### config.mk
export PLATFORM = sky130hd
export DESIGN_NAME = dbg_bus_cmp
export DESIGN_NICKNAME = d
export VERILOG_FILES = /design/src/rtl/dbg_cmp_pkg.sv /design/src/rtl/dbg_cmp_regs.sv /design/src/rtl/dbg_cmp_lane.sv /design/src/rtl/dbg_cmp_core.sv /design/src/rtl/dbg_bus_cmp.sv
export SDC_FILE = /design/constraint.sdc
export NUM_CORES = 1
export LEC_CHECK = 0
export ABC_CLOCK_PERIOD_IN_PS = 1500
export BUFFER_PORTS_ARGS = -buffer_cell sky130_fd_sc_hd__buf_2
export CAP_MARGIN = 0
export CORE_UTILIZATION = 40
export DETAILED_ROUTE_END_ITERATION = 16
export GPL_TIMING_DRIVEN = 0
export PLACE_DENSITY = 0.67
export SLEW_MARGIN = 20
export SYNTH_ARGS = -nofsm -noshare
export SYNTH_HDL_FRONTEND = slang
export SYNTH_SLANG_ARGS = --single-unit
### constraint.sdc
create_clock -name clk -period 1.5 [get_ports clk]
set_input_delay 0.3 -clock clk [delete_from_list [all_inputs] [get_ports clk]]
set_output_delay 0.3 -clock clk [all_outputs]
set_load 0.05 [all_outputs]
### src/rtl/dbg_cmp_pkg.sv
package dbg_cmp_pkg;

  localparam int BYTE_W = 8;

  // Register select codes on the configuration port
  localparam logic [1:0] SEL_CTRL = 2'd0;
  localparam logic [1:0] SEL_ADDR = 2'd1;
  localparam logic [1:0] SEL_DATA = 2'd2;
  localparam logic [1:0] SEL_MASK = 2'd3;

  localparam int CTRL_W = 5;

  // Control word; the last field listed is bit 0
  typedef struct packed {
    logic op_only;   // bit4
    logic dir_read;  // bit3
    logic dir_en;    // bit2
    logic data_en;   // bit1
    logic enable;    // bit0
  } ctrl_t;

endpackage

### src/rtl/dbg_cmp_regs.sv
module dbg_cmp_regs
  import dbg_cmp_pkg::*;
#(
  parameter int ADDR_W = 16,
  parameter int DATA_W = 16,
  parameter int CFG_W  = 16
) (
  input  logic              clk,
  input  logic              rst,
  input  logic              we,
  input  logic [1:0]        sel,
  input  logic [CFG_W-1:0]  wdata,
  output ctrl_t             ctrl,
  output logic [ADDR_W-1:0] addr,
  output logic [DATA_W-1:0] data,
  output logic [DATA_W-1:0] mask
);

  // Upper write-data bits beyond a register's width are dropped
  wire unused_wdata = ^wdata;

  always_ff @(posedge clk) begin
    if (rst) begin
      ctrl <= '0;
      addr <= '0;
      data <= '0;
      mask <= '0;
    end else if (we) begin
      case (sel)
        SEL_CTRL: ctrl <= ctrl_t'(wdata[CTRL_W-1:0]);
        SEL_ADDR: addr <= wdata[ADDR_W-1:0];
        SEL_DATA: data <= wdata[DATA_W-1:0];
        default:  mask <= wdata[DATA_W-1:0];
      endcase
    end
  end

endmodule

### src/rtl/dbg_cmp_lane.sv
module dbg_cmp_lane #(
  parameter int W = 8
) (
  input  logic [W-1:0] bus_b,
  input  logic [W-1:0] ref_b,
  input  logic [W-1:0] mask_b,
  output logic         ok
);

  // Only bits with a set mask bit take part in the compare
  always_comb ok = ~|((bus_b ^ ref_b) & mask_b);

endmodule

### src/rtl/dbg_cmp_core.sv
module dbg_cmp_core
  import dbg_cmp_pkg::*;
#(
  parameter int ADDR_W = 16,
  parameter int LANES  = 2
) (
  input  logic                     clk,
  input  logic                     rst,
  input  ctrl_t                    ctrl,
  input  logic [ADDR_W-1:0]        ref_addr,
  input  logic [LANES*BYTE_W-1:0]  ref_data,
  input  logic [LANES*BYTE_W-1:0]  ref_mask,
  input  logic                     hit_clr,
  input  logic                     bus_valid,
  input  logic [ADDR_W-1:0]        bus_addr,
  input  logic [LANES*BYTE_W-1:0]  bus_data,
  input  logic                     bus_read,
  input  logic                     bus_opfetch,
  input  logic                     range_own,
  output logic                     match_q,
  output logic                     hit_q
);

  localparam int DATA_W = LANES * BYTE_W;

  logic [LANES-1:0]  lane_ok;
  logic [ADDR_W-1:0] eff_addr;
  logic              addr_ok, data_ok, dir_ok, tag_ok, hit_c;

  // Lane 0 is the even-address byte and sits in the top bits of the bus
  for (genvar i = 0; i < LANES; i++) begin : g_lane
    dbg_cmp_lane #(.W(BYTE_W)) u_lane (
      .bus_b (bus_data[DATA_W-1-BYTE_W*i -: BYTE_W]),
      .ref_b (ref_data[DATA_W-1-BYTE_W*i -: BYTE_W]),
      .mask_b(ref_mask[DATA_W-1-BYTE_W*i -: BYTE_W]),
      .ok    (lane_ok[i])
    );
  end

  always_comb begin
    // Fetches are judged on their word-aligned address
    eff_addr = bus_opfetch ? {bus_addr[ADDR_W-1:1], 1'b0} : bus_addr;
    addr_ok  = (eff_addr == ref_addr);
    data_ok  = !ctrl.data_en || (&lane_ok);
    dir_ok   = !ctrl.dir_en || (bus_read == ctrl.dir_read);
    tag_ok   = !ctrl.op_only || bus_opfetch;
    hit_c    = ctrl.enable && !range_own && bus_valid &&
               addr_ok && data_ok && dir_ok && tag_ok;
  end

  always_ff @(posedge clk) begin
    if (rst) begin
      match_q <= 1'b0;
      hit_q   <= 1'b0;
    end else begin
      match_q <= hit_c;
      // A new hit outranks a clear arriving in the same cycle
      hit_q   <= hit_c || (hit_q && !hit_clr);
    end
  end

  assert_match_needs_valid_R2: assert property (@(posedge clk) disable iff (rst)
    !(bus_valid && ctrl.enable) |=> !match_q);

  assert_range_blocks_R10: assert property (@(posedge clk) disable iff (rst)
    range_own |=> !match_q);

  assert_hit_holds_R11: assert property (@(posedge clk) disable iff (rst)
    hit_q && !hit_clr |=> hit_q);

  assert_match_sets_hit_R11: assert property (@(posedge clk) disable iff (rst)
    match_q |-> hit_q);

  assert_disabled_quiet_R1: assert property (@(posedge clk) disable iff (rst)
    !ctrl.enable |=> !match_q);

endmodule

### src/rtl/dbg_bus_cmp.sv
module dbg_bus_cmp
  import dbg_cmp_pkg::*;
#(
  parameter int ADDR_W = 16,
  parameter int LANES  = 2,
  parameter int CFG_W  = 16
) (
  input  logic                    clk,
  input  logic                    rst,
  input  logic                    cfg_we_i,
  input  logic [1:0]              cfg_sel_i,
  input  logic [CFG_W-1:0]        cfg_wdata_i,
  input  logic                    hit_clr_i,
  input  logic                    bus_valid_i,
  input  logic [ADDR_W-1:0]       bus_addr_i,
  input  logic [LANES*8-1:0]      bus_data_i,
  input  logic                    bus_read_i,
  input  logic                    bus_size_word_i,
  input  logic                    bus_opfetch_i,
  input  logic                    range_own_i,
  output logic                    match_o,
  output logic                    hit_o
);

  localparam int DATA_W = LANES * BYTE_W;

  ctrl_t              ctrl;
  logic [ADDR_W-1:0]  ref_addr;
  logic [DATA_W-1:0]  ref_data, ref_mask;

  // Access width is deliberately left out of the match decision
  wire unused_size = bus_size_word_i;

  dbg_cmp_regs #(.ADDR_W(ADDR_W), .DATA_W(DATA_W), .CFG_W(CFG_W)) u_regs (
    .clk  (clk),
    .rst  (rst),
    .we   (cfg_we_i),
    .sel  (cfg_sel_i),
    .wdata(cfg_wdata_i),
    .ctrl (ctrl),
    .addr (ref_addr),
    .data (ref_data),
    .mask (ref_mask)
  );

  dbg_cmp_core #(.ADDR_W(ADDR_W), .LANES(LANES)) u_core (
    .clk        (clk),
    .rst        (rst),
    .ctrl       (ctrl),
    .ref_addr   (ref_addr),
    .ref_data   (ref_data),
    .ref_mask   (ref_mask),
    .hit_clr    (hit_clr_i),
    .bus_valid  (bus_valid_i),
    .bus_addr   (bus_addr_i),
    .bus_data   (bus_data_i),
    .bus_read   (bus_read_i),
    .bus_opfetch(bus_opfetch_i),
    .range_own  (range_own_i),
    .match_q    (match_o),
    .hit_q      (hit_o)
  );

endmodule

# Word level (Yosys, flattened, before mapping)

Cells that the tools add are included.

Flip-flop bits (word level): 55
Output and inout port bits: 2

Eq/ne operators: 4
Muxes and demuxes: 1
Bitwise operators: 5
Reductions and logical operators: 27

Operators by type and width:

| cell                                                            | number |
|---|---|
| 8-bit AND                                                       | 2 |
| 16-bit == test                                                  | 1 |
| 8-bit OR reduction                                              | 2 |
| 8-bit XOR                                                       | 2 |
| 2-bit AND reduction                                             | 5 |
| 1-bit logical AND                                               | 7 |
| 1-bit zero test                                                 | 7 |
| 1-bit logical OR                                                | 4 |
| 3-bit OR reduction                                              | 1 |
| 2-bit by 1-bit == test with 1-bit output, second input constant | 1 |
| 2-bit == test, second input constant                            | 1 |
| 2-bit zero test                                                 | 1 |
| 1-bit == test                                                   | 1 |
| 1-bit two-way mux                                               | 1 |
| 1-bit inverter                                                  | 1 |

# Longest topological paths before layout

Word-level depth: 10
Depth in mapped cells: 6

# Cells and area by module

Synthesis repeated with hierarchy kept, for this count alone.

Cell total of the unflattened synthesis: 255
Area, all modules: 2,643.8 µm²

Modules (own cells, without submodules):

| module       | times used | cells an instance | area each (µm²) | seq. area each (µm²) |
|---|---|---|---|---|
| dbg_cmp_regs | 1          | 194               | 2,139.6         | 1,061.0 |
| dbg_cmp_core | 1          | 35                | 286.5           | 40.0 |
| dbg_cmp_lane | 2          | 13                | 108.9           | 0.0 |

# Worst setup path before layout

OpenSTA, ideal clock, no wires.

Path kind: input -> register
From: input rst
To: register u_core.hit_q
Setup time: 60 ps
Arrival: 1,433 ps
Data required time: 1,440 ps
Path slack: 7 ps
Stages on the path: 5
Buffers on the path: 1
Path through: buf_2 a2111oi_0 nand3_1 a2111oi_2 a22o_1

RTL lines:

| item                 | line               | source |
|---|---|---|
| from (decl)          | dbg_bus_cmp.sv:9   | `input logic rst,` |
| to (signal assigned) | dbg_cmp_core.sv:58 | `hit_q <= hit_c \|\| (hit_q && !hit_clr);` |
| to (decl)            | dbg_cmp_core.sv:21 | `output logic hit_q` |

# Worst setup path in the final report

From: register u_regs.addr[11]
To: register u_core.match_q

Longest elaborated chain between the ends: 5

RTL lines:

| item                            | line               | source |
|---|---|---|
| from (decl)                     | dbg_cmp_regs.sv:14 | `output logic [ADDR_W-1:0] addr,` |
| from (signal assigned)          | dbg_cmp_regs.sv:31 | `SEL_ADDR: addr <= wdata[ADDR_W-1:0];` |
| 16-bit == test                  | dbg_cmp_core.sv:43 | `addr_ok = (eff_addr == ref_addr);` |
| 1-bit logical AND               | dbg_cmp_core.sv:47 | `hit_c = ctrl.enable && !range_own && bus_valid &&` |
| 1-bit logical AND (3 in series) | dbg_cmp_core.sv:48 | `addr_ok && data_ok && dir_ok && tag_ok;` |
| to (signal assigned)            | dbg_cmp_core.sv:56 | `match_q <= hit_c;` |
| to (decl)                       | dbg_cmp_core.sv:20 | `output logic match_q,` |

Every way passes these cells.
A chain may end at the register's enable or synchronous reset.

==> summary.txt <==
Status
  • Status: finished, violations left
  • Failing checks: setup timing

Setup path
  • Critical Path End Type: flop
  • Reg-to-reg critical path endpoint: u_core.match_q
  • CP startpoint kind: flop
  • WP data arrival: between 1.5 and 2 ns
  • Crit Path Category: flop to flop
  • CP Max Fanout: 2
  • Slowest-stage cell, CP: a2111oi_1
  • CP Cell Sequence: xor2_1 -> a2111oi_1 -> o2111ai_1 -> a2111oi_4 -> and2_1
  • Reg2Reg Depth: 5
  • Worst r2r src: u_regs.addr[11]
  • Max stage delay on crit path: ~0.35 ns
  • Critical Path RT: ~1.8 ns
  • Worst reg-to-reg setup slack: -0.08 ns

Detailed routing
  • Routed WL per cell: about 14 microns
  • Post-route ant nets: 0
  • Drt initial violations: slightly above 100
  • Pre-Repair DR Iteration Count: 4
  • WL final: 5.963 mm
  • DRC: 0
  • Vias per cell: between 4 and 5
  • Via count: 2096

Floorplan
  • Die Area: 0.006185 sq mm
  • Starting Density: a little over two fifths
  • IO Count: 61
  • Die Ht: around 79 microns
  • Core box area: 0.005574 sq mm
  • Width of the die: slightly below 80 microns
  • Cell Rows: 27

CTS
  • CTS tree: done
  • Postcts setup bufs: 0
  • Num CTS Buffers: 5
  • Reg clk slew, reported paths: around 0.090 ns
  • Max clock buf depth: 2
  • Clk sinks: 55
  • H-tree lvl count: 2
  • Root Driver: clkbuf_8
  • Later-pin clock latency in the skew report: roughly 0.30 ns

GRT
  • Total GRT Usage: 20.70%
  • Total grt overflow: 0
  • Initial antenna violation count: 0
  • Vias in the first global route: between 2000 and 2500
  • Pin count of the biggest net entering global routing: 17
  • First-pass GRT wire length: just under 10 mm

Min path
  • Worst Hold Depth: 3
  • Hold WC Path Type: primary input to flop
  • Hold endpoint: u_regs.data[15]
  • Hold wc startpoint: cfg_wdata_i[15]

Final layout
  • Layout cells sized above 1: between 20% and 30%
  • P&R area growth vs syn: 20.82%
  • Layout Nets: just over 400
  • Combined area of the multi-input logic cells: 0.001206 sq mm
  • Filler Cell Count: 599
  • Final Instance Area: roughly 0.0028 sq mm
  • Register area: approximately 0.0011 sq mm
  • Diodes inserted: 0

STA
  • Fin crit period: 1.579 ns
  • TNS Setup: -0.1458 ns
  • Final Slew Violations: 0
  • Final worst-path cycle share: 105.3%
  • RSZ-0062 raised after global routing: yes
  • Least-Margin Pin Slew: between 0.5 and 0.6 ns
  • Setup violators final: 2
  • Final hold violations: 0
  • Peak Freq: approximately 630 MHz
  • Setup WS post-layout: -0.07876 ns
  • Clock Skew: ~0.0047 ns
  • Slew HR: between 60% and 70%

Logic synthesis
  • Synthesized area per cell: between 8 and 9 sq um
  • Biggest area consumer among synthesized cells: dfxtp_1
  • Cell Area, Synth: 0.002350 sq mm
  • Yosys reg bits: 55
  • Ys Warns: 0
  • Register area share after synthesis: roughly 47%
  • Top-area cell type share of the netlist area: a little under half
  • Post-synthesis cell count: 290
  • Post-Syn Nets: between 300 and 400
  • Synth top area cells: dfxtp_1, nand2_1, a21oi_1, xor2_1, a22oi_1
  • Yosys cell types: 27

Placed design
  • # port buffers: 57
  • Placed inst area: 0.002725 sq mm
  • Hpwl dp: around 4.4 mm
  • GPL Wtd Cong: between 0.8 and 0.9
  • Worst slack, placed: -0.2602 ns

Power
  • Peak supply drop: 0.6209 mV
  • P per Cell Area: a little over 900 mW/mm^2
  • P_leak: around 0.0011 uW
  • Design Power: 2656 uW

Flow run
  • MaxCap Viol Count: 0
## worst max-delay path, delay by kind of cell, from the launching register on
| family | cells | cell delay [ns] |
|---|---|---|
| compound gates | 3 | 0.89 |
| simple gates | 1 | 0.18 |
| xor+xnor | 1 | 0.14 |
| flops | 1 | 0.33 |
## power by group
group / switching [uW] / internal (uW) / total [uW]
sequential: 28.2 / 1510 / 1530
clock: 468 / 327 / 795
combinational: 187 / 140 / 326
## routing by layer
layer / vias up / track usage (%) / share of wire, %
met2: 52 / 34.26 / 46
met4: 0 / 5.556 / 0.70
met5: - / 0 / 0
met1: 952 / 27.78 / 48
met3: 4 / 3.256 / 4.8
li1: 1088 / - / -
## repair_timing
action	in CTS	in global routing
pin swaps	5	1
hold buffers	0	0
endpoints found under the setup margin	2	12
resized for setup	1	8
## Yosys cell counts
cell type  number
xor2_1         26
nor4_1          1
clkbuf_1       13
buf_2           3
nand2_1        98
and3_1          1
a21oi_1        48
nor2_1          8
a2111oi_2       1
o21ai_0         1
xnor2_1         6
nand4_1         3
a2111oi_1       1
and2_1          1
o2111ai_1       1
nor3b_2         1
dfxtp_1        55
nand2b_4        1
a22o_1          1
nand3b_1        1
nand3_1         2
inv_1           1
a2111oi_0       1
or2_2           1
a22oi_1         8
mux2i_1         5
and3b_1         1
## how the worst max path moves through the flow
stage | start | slack, ns | to | depth (start not counted)
after floorplan | rst | 0.007 | u_core.hit_q | 5
after global placement | bus_opfetch_i | -0.26 | u_core.match_q | 6
after detailed placement | bus_opfetch_i | -0.26 | u_core.match_q | 6
after CTS | u_regs.addr[11] | -0.09 | u_core.match_q | 5
after global routing | u_regs.addr[11] | -0.15 | u_core.match_q | 5
final | u_regs.addr[11] | -0.08 | u_core.match_q | 5
## area by class of cell
class / count / share of cell area, %
multi-input cells: 218 / 42.49
flip-flops and latches: 55 / 38.83
repair buffers: 57 / 10.05
well taps: 72 / 3.173
clock buffers: 6 / 2.556
plain buffers: 16 / 2.336
clock inverters: 2 / 0.4407
inverters: 1 / 0.1322
## placed cells by master, fill, tap and decap left out
master	count
a2111oi_1	1
a2111oi_2	1
a2111oi_4	1
a21oi_1	48
a22o_1	1
a22oi_1	8
and2_1	1
and3_1	1
and3b_1	1
buf_2	60
clkbuf_1	12
clkbuf_2	2
clkbuf_8	5
clkinv_2	1
clkinvlp_4	1
dfxtp_1	54
dfxtp_2	1
inv_1	1
mux2i_1	5
nand2_1	98
nand2b_4	1
nand3_1	2
nand3b_1	1
nand4_1	3
nor2_1	8
nor3b_2	1
nor4_2	1
o2111ai_1	1
o21ai_0	1
or2_2	1
xnor2_1	6
xor2_1	26
## sequential cells by signal, indices dropped and copies added (netlist names)
signal and count:
u_regs.data 16, u_core.match_q 1, u_regs.addr 16, u_core.hit_q 1, u_regs.mask 16, u_regs.ctrl 5
## kinds of logic after synthesis
| family | count (synthesis) | share of synthesized area, % |
|---|---|---|
| AO/OA/AOI/OAI | 62 | 15.18 |
| buffers and inverters | 17 | 2.875 |
| multiplexers | 5 | 2.130 |
| flip-flops | 55 | 46.86 |
| AND/OR/NAND/NOR | 119 | 21.03 |
| XOR/XNOR | 32 | 11.93 |
## through the flow
step	hold slack, ns	utilization (%)	instances
after global placement	0.4429	48.89	419
after floorplan	0.4360	-	290
after detailed placement	0.4463	48.89	419
after global routing	0.2453	50.93	427
after CTS	0.2450	50.44	427
final	0.2475	50.93	427
Note: power is estimated with default switching activity, not from simulation.
